--- src/rtl/dxlate_pkg.sv ---
package dxlate_pkg;
    localparam int VA_W_DEF     = 64;
    localparam int PA_W_DEF     = 44;
    localparam int PPN_W_DEF    = 32;
    localparam int PG_SHIFT_DEF = 13;
    localparam int SZ_W_DEF     = 4;
    localparam int NMODE_DEF    = 4;

    localparam int F_ALIGN = 0;
    localparam int F_ACV   = 1;
    localparam int F_PAGE  = 2;
    localparam int F_NMISS = 3;
    localparam int F_PMISS = 4;
    localparam int F_MCHK  = 5;
    localparam int NFAULT  = 6;

    typedef logic [NFAULT-1:0] fault_t;

    typedef enum logic [1:0] {
        SRC_PHYS = 2'd0,
        SRC_SPG  = 2'd1,
        SRC_TLB  = 2'd2
    } pa_src_e;
endpackage

--- src/rtl/dxlate_align.sv ---
module dxlate_align #(
    parameter int VA_W = 64,
    parameter int SZ_W = 4
) (
    input  logic [VA_W-1:0] vaddr,
    input  logic [SZ_W-1:0] size,
    output logic            misaligned
);
    logic [SZ_W-1:0] low_mask;

    always_comb begin
        low_mask   = size - SZ_W'(1);
        misaligned = |(vaddr[SZ_W-1:0] & low_mask);
    end
endmodule

--- src/rtl/dxlate_perm.sv ---
module dxlate_perm #(
    parameter int NMODE  = 4,
    localparam int MODE_W = $clog2(NMODE)
) (
    input  logic [MODE_W-1:0] mode,
    input  logic              is_write,
    input  logic [NMODE-1:0]  rd_en,
    input  logic [NMODE-1:0]  wr_en,
    input  logic              fault_rd,
    input  logic              fault_wr,
    output logic              acv,
    output logic              pfault
);
    logic [NMODE-1:0] en_mask;
    logic             fo_bit;

    always_comb begin
        en_mask = is_write ? wr_en : rd_en;
        fo_bit  = is_write ? fault_wr : fault_rd;
        acv     = !en_mask[mode];
        pfault  = en_mask[mode] && fo_bit;
    end
endmodule

--- src/rtl/dxlate_pa_form.sv ---
module dxlate_pa_form
    import dxlate_pkg::*;
#(
    parameter int VA_W     = 64,
    parameter int PA_W     = 44,
    parameter int PPN_W    = 32,
    parameter int PG_SHIFT = 13,
    parameter int SP_BIT   = 40,
    parameter int UNC_LO   = 35,
    localparam int UNC_HI  = PA_W - 2,
    localparam int PAD_W   = VA_W - PPN_W - PG_SHIFT
) (
    input  pa_src_e          src,
    input  logic [VA_W-1:0]  vaddr,
    input  logic [PPN_W-1:0] ppn,
    output logic [PA_W-1:0]  paddr,
    output logic             uncached,
    output logic             mcheck
);
    logic [VA_W-1:0] raw_pa;
    logic [VA_W-1:0] spg_pa;

    always_comb begin
        spg_pa = {{(VA_W-PA_W){1'b0}}, vaddr[PA_W-1:0]};
        if (spg_pa[SP_BIT]) begin
            spg_pa[PA_W-1:SP_BIT] = '1;
        end else begin
            spg_pa[VA_W-1:SP_BIT] = '0;
        end
        unique case (src)
            SRC_PHYS: raw_pa = vaddr;
            SRC_SPG:  raw_pa = spg_pa;
            default:  raw_pa = {{PAD_W{1'b0}}, ppn, vaddr[PG_SHIFT-1:0]};
        endcase
        mcheck   = |raw_pa[VA_W-1:PA_W];
        uncached = raw_pa[PA_W-1];
    end

    for (genvar b = 0; b < PA_W; b++) begin : g_pa_bit
        if (b >= UNC_LO && b <= UNC_HI) begin : g_clr
            assign paddr[b] = raw_pa[b] & ~uncached;
        end else begin : g_keep
            assign paddr[b] = raw_pa[b];
        end
    end
endmodule

--- src/rtl/dxlate_core.sv ---
module dxlate_core
    import dxlate_pkg::*;
#(
    parameter int VA_W     = VA_W_DEF,
    parameter int PA_W     = PA_W_DEF,
    parameter int PPN_W    = PPN_W_DEF,
    parameter int PG_SHIFT = PG_SHIFT_DEF,
    parameter int SZ_W     = SZ_W_DEF,
    parameter int NMODE    = NMODE_DEF,
    parameter int VA_SIGN  = 42,
    parameter int SP_HI    = 47,
    parameter int SP_LO    = 41,
    parameter logic [SP_HI-SP_LO:0] SP_TAG = 7'h7E,
    parameter int SP_BIT   = 40,
    parameter int UNC_LO   = 35,
    localparam int MODE_W  = $clog2(NMODE),
    localparam int UNC_HI  = PA_W - 2
) (
    input  logic              clk,
    input  logic              rst_n,
    input  logic              req_valid,
    input  logic [VA_W-1:0]   req_vaddr,
    input  logic [SZ_W-1:0]   req_size,
    input  logic              req_write,
    input  logic              req_phys,
    input  logic              req_alt,
    input  logic              req_vpte,
    input  logic [MODE_W-1:0] cur_mode,
    input  logic [MODE_W-1:0] alt_mode,
    input  logic              tlb_hit,
    input  logic [PPN_W-1:0]  tlb_ppn,
    input  logic [NMODE-1:0]  tlb_rd_en,
    input  logic [NMODE-1:0]  tlb_wr_en,
    input  logic              tlb_fault_rd,
    input  logic              tlb_fault_wr,
    output logic              rsp_valid,
    output logic [PA_W-1:0]   rsp_paddr,
    output logic              rsp_uncached,
    output fault_t            rsp_fault
);
    typedef struct packed {
        logic            valid;
        logic [PA_W-1:0] paddr;
        logic            unc;
        fault_t          fault;
    } rsp_t;

    rsp_t rsp_d, rsp_q;

    logic              misalign;
    logic              va_ok;
    logic              spg_sel;
    logic [MODE_W-1:0] mode_eff;
    logic              perm_acv;
    logic              perm_pf;
    pa_src_e           src;
    logic [PA_W-1:0]   pa_fin;
    logic              pa_unc;
    logic              pa_mchk;

    dxlate_align #(.VA_W(VA_W), .SZ_W(SZ_W)) align_i (
        .vaddr      (req_vaddr),
        .size       (req_size),
        .misaligned (misalign)
    );

    dxlate_perm #(.NMODE(NMODE)) perm_i (
        .mode     (mode_eff),
        .is_write (req_write),
        .rd_en    (tlb_rd_en),
        .wr_en    (tlb_wr_en),
        .fault_rd (tlb_fault_rd),
        .fault_wr (tlb_fault_wr),
        .acv      (perm_acv),
        .pfault   (perm_pf)
    );

    dxlate_pa_form #(
        .VA_W(VA_W), .PA_W(PA_W), .PPN_W(PPN_W), .PG_SHIFT(PG_SHIFT),
        .SP_BIT(SP_BIT), .UNC_LO(UNC_LO)
    ) pa_i (
        .src      (src),
        .vaddr    (req_vaddr),
        .ppn      (tlb_ppn),
        .paddr    (pa_fin),
        .uncached (pa_unc),
        .mcheck   (pa_mchk)
    );

    always_comb begin
        va_ok    = (&req_vaddr[VA_W-1:VA_SIGN]) || !(|req_vaddr[VA_W-1:VA_SIGN]);
        spg_sel  = !req_phys && (req_vaddr[SP_HI:SP_LO] == SP_TAG);
        mode_eff = req_alt ? alt_mode : cur_mode;
        if (req_phys)     src = SRC_PHYS;
        else if (spg_sel) src = SRC_SPG;
        else              src = SRC_TLB;

        rsp_d = '0;
        if (req_valid) begin
            rsp_d.valid = 1'b1;
            if (misalign)                           rsp_d.fault[F_ALIGN] = 1'b1;
            else if (!req_phys && !va_ok)           rsp_d.fault[F_PAGE]  = 1'b1;
            else if (spg_sel && cur_mode != '0)     rsp_d.fault[F_ACV]   = 1'b1;
            else if (src == SRC_TLB && !tlb_hit)    rsp_d.fault[req_vpte ? F_PMISS : F_NMISS] = 1'b1;
            else if (src == SRC_TLB && perm_acv)    rsp_d.fault[F_ACV]   = 1'b1;
            else if (src == SRC_TLB && perm_pf)     rsp_d.fault[F_PAGE]  = 1'b1;
            else if (pa_mchk)                       rsp_d.fault[F_MCHK]  = 1'b1;
            else begin
                rsp_d.paddr = pa_fin;
                rsp_d.unc   = pa_unc;
            end
        end
    end

    always_ff @(posedge clk or negedge rst_n) begin
        if (!rst_n) rsp_q <= '0;
        else        rsp_q <= rsp_d;
    end

    assign rsp_valid    = rsp_q.valid;
    assign rsp_paddr    = rsp_q.paddr;
    assign rsp_uncached = rsp_q.unc;
    assign rsp_fault    = rsp_q.fault;

    assert_rsp_follows_req_R1: assert property (@(posedge clk) disable iff (!rst_n)
        req_valid |=> rsp_valid);
    assert_idle_quiet_R1: assert property (@(posedge clk) disable iff (!rst_n)
        !req_valid |=> (!rsp_valid && rsp_fault == '0 && rsp_paddr == '0 && !rsp_uncached));
    assert_align_first_R2: assert property (@(posedge clk) disable iff (!rst_n)
        (req_valid && misalign) |=> rsp_fault == fault_t'(1 << F_ALIGN));
    assert_miss_kind_R7: assert property (@(posedge clk) disable iff (!rst_n)
        (req_valid && !misalign && src == SRC_TLB && va_ok && !tlb_hit)
        |=> (rsp_fault[F_NMISS] || rsp_fault[F_PMISS]));
    assert_unc_clears_R12: assert property (@(posedge clk) disable iff (!rst_n)
        rsp_uncached |-> (rsp_paddr[PA_W-1] && rsp_paddr[UNC_HI:UNC_LO] == '0));
    assert_fault_onehot_R13: assert property (@(posedge clk) disable iff (!rst_n)
        $onehot0(rsp_fault));
    assert_fault_zero_pa_R13: assert property (@(posedge clk) disable iff (!rst_n)
        (|rsp_fault) |-> (rsp_paddr == '0 && !rsp_uncached));
endmodule

--- config.mk ---
export PLATFORM = sky130hd
export DESIGN_NAME = dxlate_core
export DESIGN_NICKNAME = d
export VERILOG_FILES = /design/src/rtl/dxlate_pkg.sv /design/src/rtl/dxlate_align.sv /design/src/rtl/dxlate_perm.sv /design/src/rtl/dxlate_pa_form.sv /design/src/rtl/dxlate_core.sv
export SDC_FILE = /design/constraint.sdc
export NUM_CORES = 1
export LEC_CHECK = 0
export ABC_AREA = 0
export BUFFER_PORTS_ARGS = -buffer_cell sky130_fd_sc_hd__buf_2
export CAP_MARGIN = 15
export CORE_AREA = 2 2 83 85
export CTS_BUF_LIST = sky130_fd_sc_hd__clkbuf_2 sky130_fd_sc_hd__clkbuf_4 sky130_fd_sc_hd__clkbuf_8
export DETAILED_ROUTE_END_ITERATION = 6
export DIE_AREA = 0 0 85 87
export HOLD_SLACK_MARGIN = 0.15
export PLACE_DENSITY = 0.85
export SLEW_MARGIN = 25
export SYNTH_ARGS = -nofsm -noshare
export SYNTH_HDL_FRONTEND = slang
export SYNTH_SLANG_ARGS = --single-unit
export TNS_END_PERCENT = 100
--- constraint.sdc ---
create_clock -name clk -period 0.8 [get_ports clk]
set_input_delay 0.12 -clock clk [delete_from_list [all_inputs] [get_ports clk]]
set_output_delay 0.12 -clock clk [all_outputs]
set_load 0.005 [all_outputs]
==> results.py, run 1 <==
metrics = {
    "outcome": {
        "run_status": "finished, violations left",
        "failed_checks": "setup timing",
    },
    "synth": {
        "synth-warning-count": 0,
        "synth_sequential_area_ratio_pct": 46.0,
        "unique_masters_post_synth": 38,
        "synth_area_per_cell_um2": 11.5,
        "postSynthRegisterBits": 51,
        "synthesis.nets": 365,
        "post_synth_instance_area_um2": 2770,
        "post_synth_inst_count": 242,
    },
    "place": {
        "dp_hpwl_um": 6400,
        "routabilityCongestion": 0.828,
        "buffers_on_ports": 173,
        "placed_area_um2": 4140,
        "dp_slack_ns": -1.38,
    },
    "global_routing": {
        "grt_start_max_net_pins": 52,
        "grt_antenna_before_repair": 1,
        "global_routing_usage_summed_across_all_routing_layers_pct": 28.2,
        "grt_first_pass_wirelength_um": 16100,
        "grt-ovfl-total": 0,
        "vias_in_the_first_global_route": 3256,
    },
    "cells_and_area": {
        "multi_input_area_um2": 1980,
        "diodes": 0,
        "post_route_cells_drive_above_1_share_pct": 66.9,
        "nFillCells": 339,
        "layout.area.seq_um2": 1280,
        "layout.cell_area.non_filler_um2": 5410,
        "net_count_reported_at_finish": 605,
        "layout-area-overhead-vs-synth_pct": 95.3,
    },
    "drt": {
        "route.detailed.vias_per_inst": 5.53,
        "totalWireLength_um": 10900,
        "detail_route.drc_violations": 0,
        "post_dr_wirelength_cell_um": 19.4,
        "via_count": 3114,
        "detail_route.first_pass.iterations": 4,
        "ant_nets": 0,
        "detailedRoute.firstIterationViolations": 133,
    },
    "setup_path": {
        "end_kind": "register",
        "startpoint_class": "input pin",
        "critical_path.max_fanout": 9,
        "arrival_ns": 1.89,
        "cp.required_ns": 1.00,
        "startpoint": "req_size[0]",
        "worstSetupPathType": "in2reg",
    },
    "power": {
        "seq_power_share_pct": 42.2,
        "peakVddDrop_v": 0.00106,
        "power_switching_share_pct": 30.6,
        "internal_power_w": 0.00428,
        "power.static_leakage_nw": 2.49,
        "combPwrFrac_pct": 33.0,
        "power.switching_w": 0.00189,
        "p_clk_share_pct": 24.8,
        "pwr_density_cell_nw_per_um2": 1140,
    },
    "timing": {
        "grt_setup_unrepaired": "yes",
        "hold_violations": 0,
        "max_slew_margin_pct": 70.2,
        "setup_viol_count_final": 102,
        "final-max-slew-violation-count": 0,
        "worst_slew_pin_slew_ns": 0.447,
        "final.period_utilization_pct": 211,
        "final.min_clock_period_ns": 1.69,
        "final.setup.worst_slack_ns": -0.889,
        "fmax_ghz": 0.592,
    },
    "die": {
        "initial_core_util_pct": 42.2,
        "die_x_um": 85,
        "chipHeight_um": 87,
        "fp-row-count": 30,
        "die-area_um2": 7400,
        "core_area_um2": 6570,
        "boundaryPins": 174,
    },
    "clock_tree": {
        "numCtsBuffers": 5,
        "worst_setup_hold_path_clk_slew_ns": 0.09,
        "holdBufCountCts": 17,
        "clock_tree.buffer_depth": 2,
        "h-tree-depth": 2,
        "cts_tree": "yes",
        "cell_at_the_root_of_the_clock_tree": "sky130_fd_sc_hd__clkbuf_8",
        "count_of_clock_tree_sinks": 51,
    },
    "hold_path": {
        "hp-class": "in2reg",
        "min-delay-start": "tlb_ppn[17]",
    },
    "job": {
        "drv.max_cap_violation_count": 0,
    },
}
## path summary, 6_finish.rpt
kind,to,cells past startpoint
min in group asynchronous,rsp_paddr[33],3
max in group asynchronous,rsp_fault[2],3
worst min-delay path,rsp_paddr[30],3
worst max-delay path,rsp_paddr[8],9
## placed cells by master (no fill, tap or decap), types with 4 or more instances in the layout
master / count
sky130_fd_sc_hd__buf_2: 163
sky130_fd_sc_hd__nand2_1: 59
sky130_fd_sc_hd__dfrtp_1: 51
sky130_fd_sc_hd__buf_4: 37
sky130_fd_sc_hd__a2111oi_4: 27
sky130_fd_sc_hd__dlygate4sd3_1: 17
sky130_fd_sc_hd__buf_6: 16
sky130_fd_sc_hd__buf_12: 12
sky130_fd_sc_hd__nor4_4: 8
sky130_fd_sc_hd__nor4b_4: 7
sky130_fd_sc_hd__nor4b_2: 6
sky130_fd_sc_hd__buf_16: 6
sky130_fd_sc_hd__nand4_1: 5
sky130_fd_sc_hd__clkbuf_8: 5
sky130_fd_sc_hd__a21oi_1: 4
sky130_fd_sc_hd__nor4_2: 4
## critical path, cell delays in order
cell and delay [ns]:
sky130_fd_sc_hd__buf_12 0.09, sky130_fd_sc_hd__inv_12 0.03, sky130_fd_sc_hd__ha_4 0.25, sky130_fd_sc_hd__inv_2 0.03, sky130_fd_sc_hd__a222oi_1 0.43, sky130_fd_sc_hd__nand3_2 0.18, sky130_fd_sc_hd__a21o_4 0.30, sky130_fd_sc_hd__clkbuf_16 0.20
sky130_fd_sc_hd__nor4b_2 0.26
## repair_timing
item                                    CTS  global route
cloned                                    7             2
endpoints found under the setup margin  102           102
gates resized for setup                  75            24
setup buffers                            12             3
pin swaps                                29            19
hold endpoints to repair                 96            28
## per-stage QoR
| stage | hold slack (ns) | total power (W) | utilization [%] | cells | TNS [ns] |
|---|---|---|---|---|---|
| after floorplan | -0.176 | 0.00325 | - | 242 | -45.68 |
| after global placement | 0.131 | 0.00391 | 63.0 | 519 | -61.66 |
| after detailed placement | 0.136 | 0.00394 | 63.0 | 519 | -63.03 |
| after CTS | 0.0708 | 0.00602 | 79.2 | 559 | -45.80 |
| after global routing | 0.0994 | 0.00640 | 82.4 | 563 | -51.91 |
| final | 0.110 | 0.00617 | 82.4 | 563 | -47.17 |
## power groups by stage
stage	clock network [W]	registers [W]	logic (W)
floorplan	0	0.00266	0.000596
global placement	0	0.00265	0.00125
detailed placement	0	0.00265	0.00129
CTS	0.00155	0.00260	0.00187
global route	0.00165	0.00261	0.00215
finish	0.00153	0.00260	0.00204
## cell usage after synthesis
library cell                count  area (um^2)
sky130_fd_sc_hd__a2111oi_2     27          405
sky130_fd_sc_hd__a21boi_0       2         15.0
sky130_fd_sc_hd__a21boi_1       1         7.51
sky130_fd_sc_hd__a21o_1         1         7.51
sky130_fd_sc_hd__a21oi_1        7         35.0
sky130_fd_sc_hd__a221oi_2       1         15.0
sky130_fd_sc_hd__a222oi_1       1         10.0
sky130_fd_sc_hd__and3_1         2         12.5
sky130_fd_sc_hd__and3b_1        1         8.76
sky130_fd_sc_hd__and4_1         1         8.76
sky130_fd_sc_hd__buf_2          5         25.0
sky130_fd_sc_hd__buf_4          2         15.0
sky130_fd_sc_hd__buf_6          7         78.8
sky130_fd_sc_hd__clkbuf_1       7         26.3
sky130_fd_sc_hd__dfrtp_1       51         1280
sky130_fd_sc_hd__ha_1           1         12.5
sky130_fd_sc_hd__inv_1          6         22.5
sky130_fd_sc_hd__mux2_1         1         11.3
sky130_fd_sc_hd__mux2_2         2         22.5
sky130_fd_sc_hd__mux2i_1        2         20.0
sky130_fd_sc_hd__mux4_2         2         45.0
sky130_fd_sc_hd__nand2_1       60          225
sky130_fd_sc_hd__nand3_1        3         15.0
sky130_fd_sc_hd__nand4_1        5         31.3
sky130_fd_sc_hd__nand4b_1       1         8.76
sky130_fd_sc_hd__nor2_1         3         11.3
sky130_fd_sc_hd__nor3_1         2         10.0
sky130_fd_sc_hd__nor4_1         9         56.3
sky130_fd_sc_hd__nor4_2         5         62.6
sky130_fd_sc_hd__nor4b_2       13          195
sky130_fd_sc_hd__o21a_1         1         7.51
sky130_fd_sc_hd__o21ai_0        2         10.0
sky130_fd_sc_hd__o22ai_1        2         12.5
sky130_fd_sc_hd__o2bb2ai_1      1         8.76
sky130_fd_sc_hd__o31a_1         1         8.76
sky130_fd_sc_hd__or3_1          2         12.5
sky130_fd_sc_hd__or4_1          1         7.51
sky130_fd_sc_hd__xor2_1         1         8.76
## per-layer routing
metal / track usage, % / routed length, um
met1: 32.4 / 4020
met2: 52.6 / 5940
met3: 4.27 / 690
met4: 10.7 / 260
met5: 0 / 13
## cell type report
cell class              instances  share of cell area [%]
well taps                      80                    1.85
clock buffers                   7                    1.55
inverters                       6                   0.740
clock inverters                 1                  0.0924
repair buffers                254                    35.7
multi-input cells             164                    36.5
flip-flops and latches         51                    23.6
## flip-flops by register name, indices dropped and copies added (netlist names)
signal,flops
rsp_paddr,44
rsp_fault,6
rsp_valid,1
## kinds of logic after synthesis
| logic type | share of synthesized area [%] |
|---|---|
| compound gates | 19.6 |
| xor+xnor | 0.316 |
| fa+ha+maj | 0.451 |
| buf+inv | 6.05 |
| flops | 46.0 |
| mux | 3.56 |
| simple gates | 24.0 |
No activity file was read; power rests on OpenSTA's default activity.
==> run 2: changes to the inputs <==
--- a/config.mk
+++ b/config.mk
@@ -13,7 +13,7 @@
 export DETAILED_ROUTE_END_ITERATION = 6
 export DIE_AREA = 0 0 85 87
 export HOLD_SLACK_MARGIN = 0.15
-export PLACE_DENSITY = 0.85
+export PLACE_DENSITY = 0.8
 export SLEW_MARGIN = 25
 export SYNTH_ARGS = -nofsm -noshare
 export SYNTH_HDL_FRONTEND = slang
==> run 2 against run 1 <==
The run still ends with setup timing left. Setup slack lost 0.13 ns. Clock power shrank 4%. Sequential power is essentially flat. Sequential cell count is the same. Non-clock buffer count shrank 13. Via count shrank 3.8%. Wire length shrank 8.3%. Sequential share of layout area grew 1.1 points. Core utilization shrank 3.6 points. Critical path depth grew 1. Fmax shrank 7.2%. Die area is the same. Highest routed layer is now met4.
==> results.py, run 2 (synthesis gave the netlist of run 1 again) <==
metrics = {
    "hold_path": {
        "min-delay-start": "tlb_ppn[2]",
        "hp-class": "in2reg",
    },
    "cells_and_area": {
        "nFillCells": 407,
        "layout-area-overhead-vs-synth_pct": 86.6,
        "largest_reg_flops": 44,
        "diodes": 0,
        "final_common_cell": "sky130_fd_sc_hd__buf_2",
        "layout.area.seq_um2": 1280,
        "final_core_utilization_pct": 78.8,
        "net_count_reported_at_finish": 592,
        "post_route_cells_drive_above_1_share_pct": 64.9,
        "final_cell_mix": "sky130_fd_sc_hd__buf_2, sky130_fd_sc_hd__nand2_1, sky130_fd_sc_hd__dfrtp_1",
        "multi_input_area_um2": 1960,
    },
    "setup_path": {
        "cp_cell_sequence": "buf_12, inv_12, ha_4, inv_2, a222oi_1, nand3_1, a21o_4, buf_6, buf_16, nor4b_4",
        "startpoint_class": "input pin",
        "startpoint": "req_size[0]",
        "end_kind": "register",
        "worstSetupPathType": "in2reg",
        "arrival_ns": 2.04,
        "critPathBufInv": 5,
        "slowest_delay_ns": 0.43,
        "crit_slowest_cell": "sky130_fd_sc_hd__a222oi_1",
        "critical_path.max_fanout": 8,
        "cp.required_ns": 1.02,
        "cp_top_family": "compound AO/OA/AOI/OAI gates",
    },
    "timing": {
        "worst_slew_pin_slew_ns": 0.444,
        "hold_violations": 0,
        "final.setup.worst_slack_ns": -1.02,
        "final.min_clock_period_ns": 1.82,
        "final-max-slew-violation-count": 0,
        "max_slew_margin_pct": 70.4,
        "timing.setup.tns_ns": -51.78,
        "setup_viol_count_final": 102,
        "grt_setup_unrepaired": "yes",
        "fmax_ghz": 0.549,
        "final.period_utilization_pct": 227,
    },
    "global_routing": {
        "grt_antenna_before_repair": 0,
        "global_routing_usage_summed_across_all_routing_layers_pct": 24.4,
        "grt-ovfl-total": 0,
        "busiest_layer": "met2",
        "grt_start_max_net_pins": 52,
        "grt_use_met1_pct": 27.5,
        "grt_first_pass_wirelength_um": 14300,
        "vias_in_the_first_global_route": 3027,
        "grtUsageMet2_pct": 45.9,
        "grt_util_met3_pct": 4.17,
    },
    "drt": {
        "ant_nets": 0,
        "detailedRoute.firstIterationViolations": 174,
        "route.detailed.vias_per_inst": 5.45,
        "detail_route.first_pass.iterations": 4,
        "detail_route.drc_violations": 0,
        "totalWireLength_um": 10000,
        "via_count": 2995,
        "post_dr_wirelength_cell_um": 18.2,
    },
    "die": {
        "initial_core_util_pct": 42.2,
        "die-area_um2": 7400,
        "boundaryPins": 174,
        "core_area_um2": 6570,
        "die_x_um": 85,
        "chipHeight_um": 87,
        "fp-row-count": 30,
    },
    "clock_tree": {
        "clock_tree.buffer_depth": 2,
        "cell_at_the_root_of_the_clock_tree": "sky130_fd_sc_hd__clkbuf_8",
        "cts_tree": "yes",
        "holdBufCountCts": 17,
        "count_of_clock_tree_sinks": 51,
        "h-tree-depth": 2,
        "numCtsBuffers": 5,
        "worst_setup_hold_path_clk_slew_ns": 0.10,
    },
    "place": {
        "buffers_on_ports": 173,
        "routabilityCongestion": 0.886,
        "dp_hpwl_um": 6310,
    },
    "power": {
        "pwr_density_cell_nw_per_um2": 1130,
        "peakVddDrop_v": 0.000884,
        "power.static_leakage_nw": 2.39,
    },
    "outcome": {
        "failed_checks": "setup timing",
        "run_status": "finished, violations left",
    },
    "job": {
        "drv.max_cap_violation_count": 0,
    },
}
## run 2: metrics by stage
stage,hold slack [ns],setup slack (ns),total power (W),instance area (um^2),cells
after floorplan,-0.176,-0.968,0.00325,2870,242
after global placement,0.128,-1.25,0.00389,4110,516
after detailed placement,0.133,-1.32,0.00393,4110,516
after CTS,0.0602,-0.882,0.00562,4720,546
after global routing,0.0959,-1.10,0.00613,5170,550
final,0.0951,-1.02,0.00587,5170,550
## run 2: worst paths after layout
kind,endpoint,slack (ns),cells after the start
max,rsp_paddr[6],-1.02,10
min,rsp_paddr[15],0.1,3
max in group asynchronous,rsp_paddr[22],0.23,3
min in group asynchronous,rsp_paddr[7],0.33,3
## run 2: layer usage
layer / wire [um] / part of all wire [%]
met3: 525 / 5.2
met5: 0 / 0
met2: 5560 / 56
met1: 3640 / 36
met4: 279 / 2.8
## run 2: repair_timing
action | in CTS | in global routing
endpoints found under the hold margin | 97 | 27
gates resized for setup | 42 | 41
buffers inserted | 4 | 3
pin swaps | 9 | 44
endpoints found under the setup margin | 102 | 102
gates cloned | 2 | 4
## run 2: worst min-delay path, stage by stage
cell	delay, ns
sky130_fd_sc_hd__buf_2	0.09
sky130_fd_sc_hd__nand2_1	0.08
sky130_fd_sc_hd__a2111oi_4	0.07
## run 2: where the power goes
part,switching (W),internal [W],leakage [nW]
sequential,0.00000690,0.00260,0.708
combinational,0.000967,0.000830,1.64
clock,0.000862,0.000610,0.0402
total,0.00184,0.00404,2.39
## run 2: final cells by class
class | count | area share, %
tap | 80 | 1.93
timing repair buffer | 241 | 33.0
clock inverter | 3 | 0.387
multi-input combinational | 164 | 38.0
inverter | 6 | 0.774
clock buffer | 5 | 1.33
sequential | 51 | 24.7
==> run 3: changes to the inputs <==
--- a/config.mk
+++ b/config.mk
@@ -8,14 +8,15 @@
 export ABC_AREA = 0
 export BUFFER_PORTS_ARGS = -buffer_cell sky130_fd_sc_hd__buf_2
 export CAP_MARGIN = 15
-export CORE_AREA = 2 2 83 85
+export CORE_AREA = 2 2 84 86
 export CTS_BUF_LIST = sky130_fd_sc_hd__clkbuf_2 sky130_fd_sc_hd__clkbuf_4 sky130_fd_sc_hd__clkbuf_8
 export DETAILED_ROUTE_END_ITERATION = 6
-export DIE_AREA = 0 0 85 87
+export DIE_AREA = 0 0 86 88
 export HOLD_SLACK_MARGIN = 0.15
-export PLACE_DENSITY = 0.8
+export PLACE_DENSITY = 0.82
 export SLEW_MARGIN = 25
 export SYNTH_ARGS = -nofsm -noshare
 export SYNTH_HDL_FRONTEND = slang
+export SYNTH_HIERARCHICAL = 1
 export SYNTH_SLANG_ARGS = --single-unit
 export TNS_END_PERCENT = 100
==> run 3 against run 2 <==
The run still ends with setup timing left. Global-route usage down 0.28 points. Non-clock buffer count down 10. Sequential power up 3%. Critical path depth up 2. First-iteration DRC count down 42%. Critical path type unchanged. Critical endpoint is now rsp_paddr[32]. Highest routed layer unchanged.
==> results.py, run 3 <==
metrics = {
    "synth": {
        "synth-main-ff-cell": "sky130_fd_sc_hd__dfrtp_1",
        "post_synth_inst_count": 295,
        "yosys.area.top_type_share_pct": 43.2,
        "synthesis.nets": 418,
        "synthMostInstantiatedCell": "sky130_fd_sc_hd__dfrtp_1",
        "synth_area_per_cell_um2": 10.2,
        "unique_masters_post_synth": 46,
        "postSynthRegisterBits": 52,
        "synth_sequential_area_ratio_pct": 43.2,
        "synth_common_cells": "sky130_fd_sc_hd__dfrtp_1, sky130_fd_sc_hd__inv_1, sky130_fd_sc_hd__a2111oi_0, sky130_fd_sc_hd__mux2_2, sky130_fd_sc_hd__nor2_1",
        "post_synth_instance_area_um2": 3010,
        "synth_top_area_cell": "sky130_fd_sc_hd__dfrtp_1",
        "synth_area_leaders": "sky130_fd_sc_hd__dfrtp_1, sky130_fd_sc_hd__a2111oi_0, sky130_fd_sc_hd__mux2_2",
        "synth-warning-count": 6,
        "synth_edf_count": 0,
        "synth_async_sr_flop_share_pct": 100,
    },
    "timing": {
        "max_slew_margin_pct": 70.8,
        "setup_viol_count_final": 103,
        "grt_setup_unrepaired": "yes",
        "worst_slew_pin_slew_ns": 0.433,
        "fin_hold_ws_ns": 0.0276,
        "timing.setup.tns_ns": -55.93,
        "final.min_clock_period_ns": 1.88,
        "fmax_ghz": 0.531,
        "final.period_utilization_pct": 235,
        "hold_violations": 0,
        "final-max-slew-violation-count": 0,
        "final.setup.worst_slack_ns": -1.08,
    },
    "global_routing": {
        "vias_in_the_first_global_route": 2998,
        "grt_antenna_before_repair": 0,
        "grt_start_max_net_pins": 53,
        "grt-ovfl-total": 0,
        "grt_first_pass_wirelength_um": 14200,
        "global_routing_usage_summed_across_all_routing_layers_pct": 24.1,
    },
    "cells_and_area": {
        "multi_input_area_um2": 1940,
        "final_common_cell": "sky130_fd_sc_hd__buf_2",
        "diodes": 0,
        "layout-area-overhead-vs-synth_pct": 74.2,
        "net_count_reported_at_finish": 618,
        "largest_reg_flops": 44,
        "final_cell_mix": "sky130_fd_sc_hd__buf_2, sky130_fd_sc_hd__dfrtp_1, sky130_fd_sc_hd__inv_1",
        "nFillCells": 423,
        "post_route_cells_drive_above_1_share_pct": 65.7,
        "layout.area.seq_um2": 1300,
    },
    "die": {
        "initial_core_util_pct": 45.4,
        "die-area_um2": 7570,
        "chipHeight_um": 88,
        "fp-row-count": 30,
        "die_x_um": 86,
        "core_area_um2": 6640,
        "boundaryPins": 174,
    },
    "place": {
        "routabilityCongestion": 0.787,
        "dp_hpwl_um": 6550,
        "buffers_on_ports": 173,
    },
    "outcome": {
        "failed_checks": "setup timing",
        "run_status": "finished, violations left",
    },
    "power": {
        "pwr_density_cell_nw_per_um2": 1190,
        "peakVddDrop_v": 0.000770,
        "power.static_leakage_nw": 2.52,
    },
    "clock_tree": {
        "h-tree-depth": 2,
        "count_of_clock_tree_sinks": 52,
        "cell_at_the_root_of_the_clock_tree": "sky130_fd_sc_hd__clkbuf_8",
        "numCtsBuffers": 5,
        "worst_setup_hold_path_clk_slew_ns": 0.10,
        "cts_tree": "yes",
        "holdBufCountCts": 3,
        "clock_tree.buffer_depth": 2,
    },
    "setup_path": {
        "arrival_ns": 2.07,
        "end_kind": "register",
        "crit_slowest_cell": "sky130_fd_sc_hd__a2111oi_4",
        "cp_cell_sequence": "buf_12, inv_12, ha_4, inv_2, a222oi_1, o21ai_1, nor2b_1, and3_1, a32oi_4, buf_4, buf_12, a2111oi_4",
        "startpoint_class": "input pin",
        "slowest_delay_ns": 0.33,
        "critical_path.max_fanout": 7,
        "cp_top_family": "compound AO/OA/AOI/OAI gates",
        "worstSetupPathType": "in2reg",
        "crit_top_cell": "sky130_fd_sc_hd__buf_12",
        "cp.required_ns": 0.99,
        "critPathBufInv": 5,
    },
    "job": {
        "drv.max_cap_violation_count": 0,
    },
    "drt": {
        "route.detailed.vias_per_inst": 5.29,
        "ant_nets": 0,
        "post_dr_wirelength_cell_um": 16.2,
        "totalWireLength_um": 9320,
        "detail_route.drc_violations": 0,
        "via_count": 3047,
        "detail_route.first_pass.iterations": 6,
        "detailedRoute.firstIterationViolations": 101,
    },
    "hold_path": {
        "hp-class": "in2reg",
    },
}
## run 3: changes by cell type after synthesis, sizes merged, moves of 5 or more
cell / delta
a2111oi: +18
a21oi: -5
buf: +9
clkbuf: +8
inv: +44
mux2: +21
mux2i: +10
nand2: -55
nor2: +14
nor4: -7
nor4b: -13
## run 3: layout make-up
type	count	share of cell area [%]
Tap cell	80	1.91
Multi-Input combinational cell	155	36.9
Clock buffer	5	1.31
Clock inverter	3	0.882
Sequential cell	52	24.8
Timing Repair Buffer	231	30.3
Inverter	50	3.91
## run 3: final timing paths
path,startpoint,to,slack [ns],cells after the start
max,req_size[0],rsp_paddr[32],-1.08,12
min,req_vaddr[11],rsp_paddr[11],0.03,3
max in group asynchronous,rst_n,rsp_fault[2],0.23,3
min in group asynchronous,rst_n,rsp_paddr[27],0.34,3
## run 3: cells by family after synthesis
group | after synthesis | share of synthesized area, %
fa+ha+maj | 1 | 0.415
flops | 52 | 43.2
simple gates | 57 | 11.1
compound gates | 58 | 17.5
xor+xnor | 2 | 0.581
mux | 37 | 13.7
buf+inv | 88 | 13.5
## run 3: repair_timing
action | in CTS | in global routing
gates resized for setup | 79 | 15
buffers inserted | 1 | 3
pin swaps | 18 | 3
gates cloned | 3 | 2
setup endpoints to repair | 103 | 103
endpoints found under the hold margin | 68 | 14
## run 3: power breakdown
group	internal (W)	total, W	switching [W]
sequential	0.00266	0.00267	0.00000919
combinational	0.000856	0.00178	0.000921
clock	0.000943	0.00182	0.000876
total	0.00445	0.00626	0.00181
## run 3: stage by stage
stage / utilization (%) / cells / setup slack [ns] / power [W] / area (um^2)
6_report: 79.0 / 576 / -1.08 / 0.00626 / 5250
5_1_grt: 79.0 / 576 / -1.21 / 0.00659 / 5250
4_1_cts: 76.7 / 572 / -1.05 / 0.00623 / 5090
3_5_place_dp: 67.9 / 557 / -1.53 / 0.00414 / 4510
3_3_place_gp: 67.9 / 557 / -1.38 / 0.00409 / 4510
2_1_floorplan: - / 295 / -1.10 / 0.00348 / 3360
## run 3: layer usage
layer	GRT usage [%]	part of all wire [%]	vias to the layer above
met5	0	0	-
met3	5.75	7.2	10
met4	5.63	1.2	0
li1	-	-	1459
met2	44.0	52	143
met1	28.8	40	1435
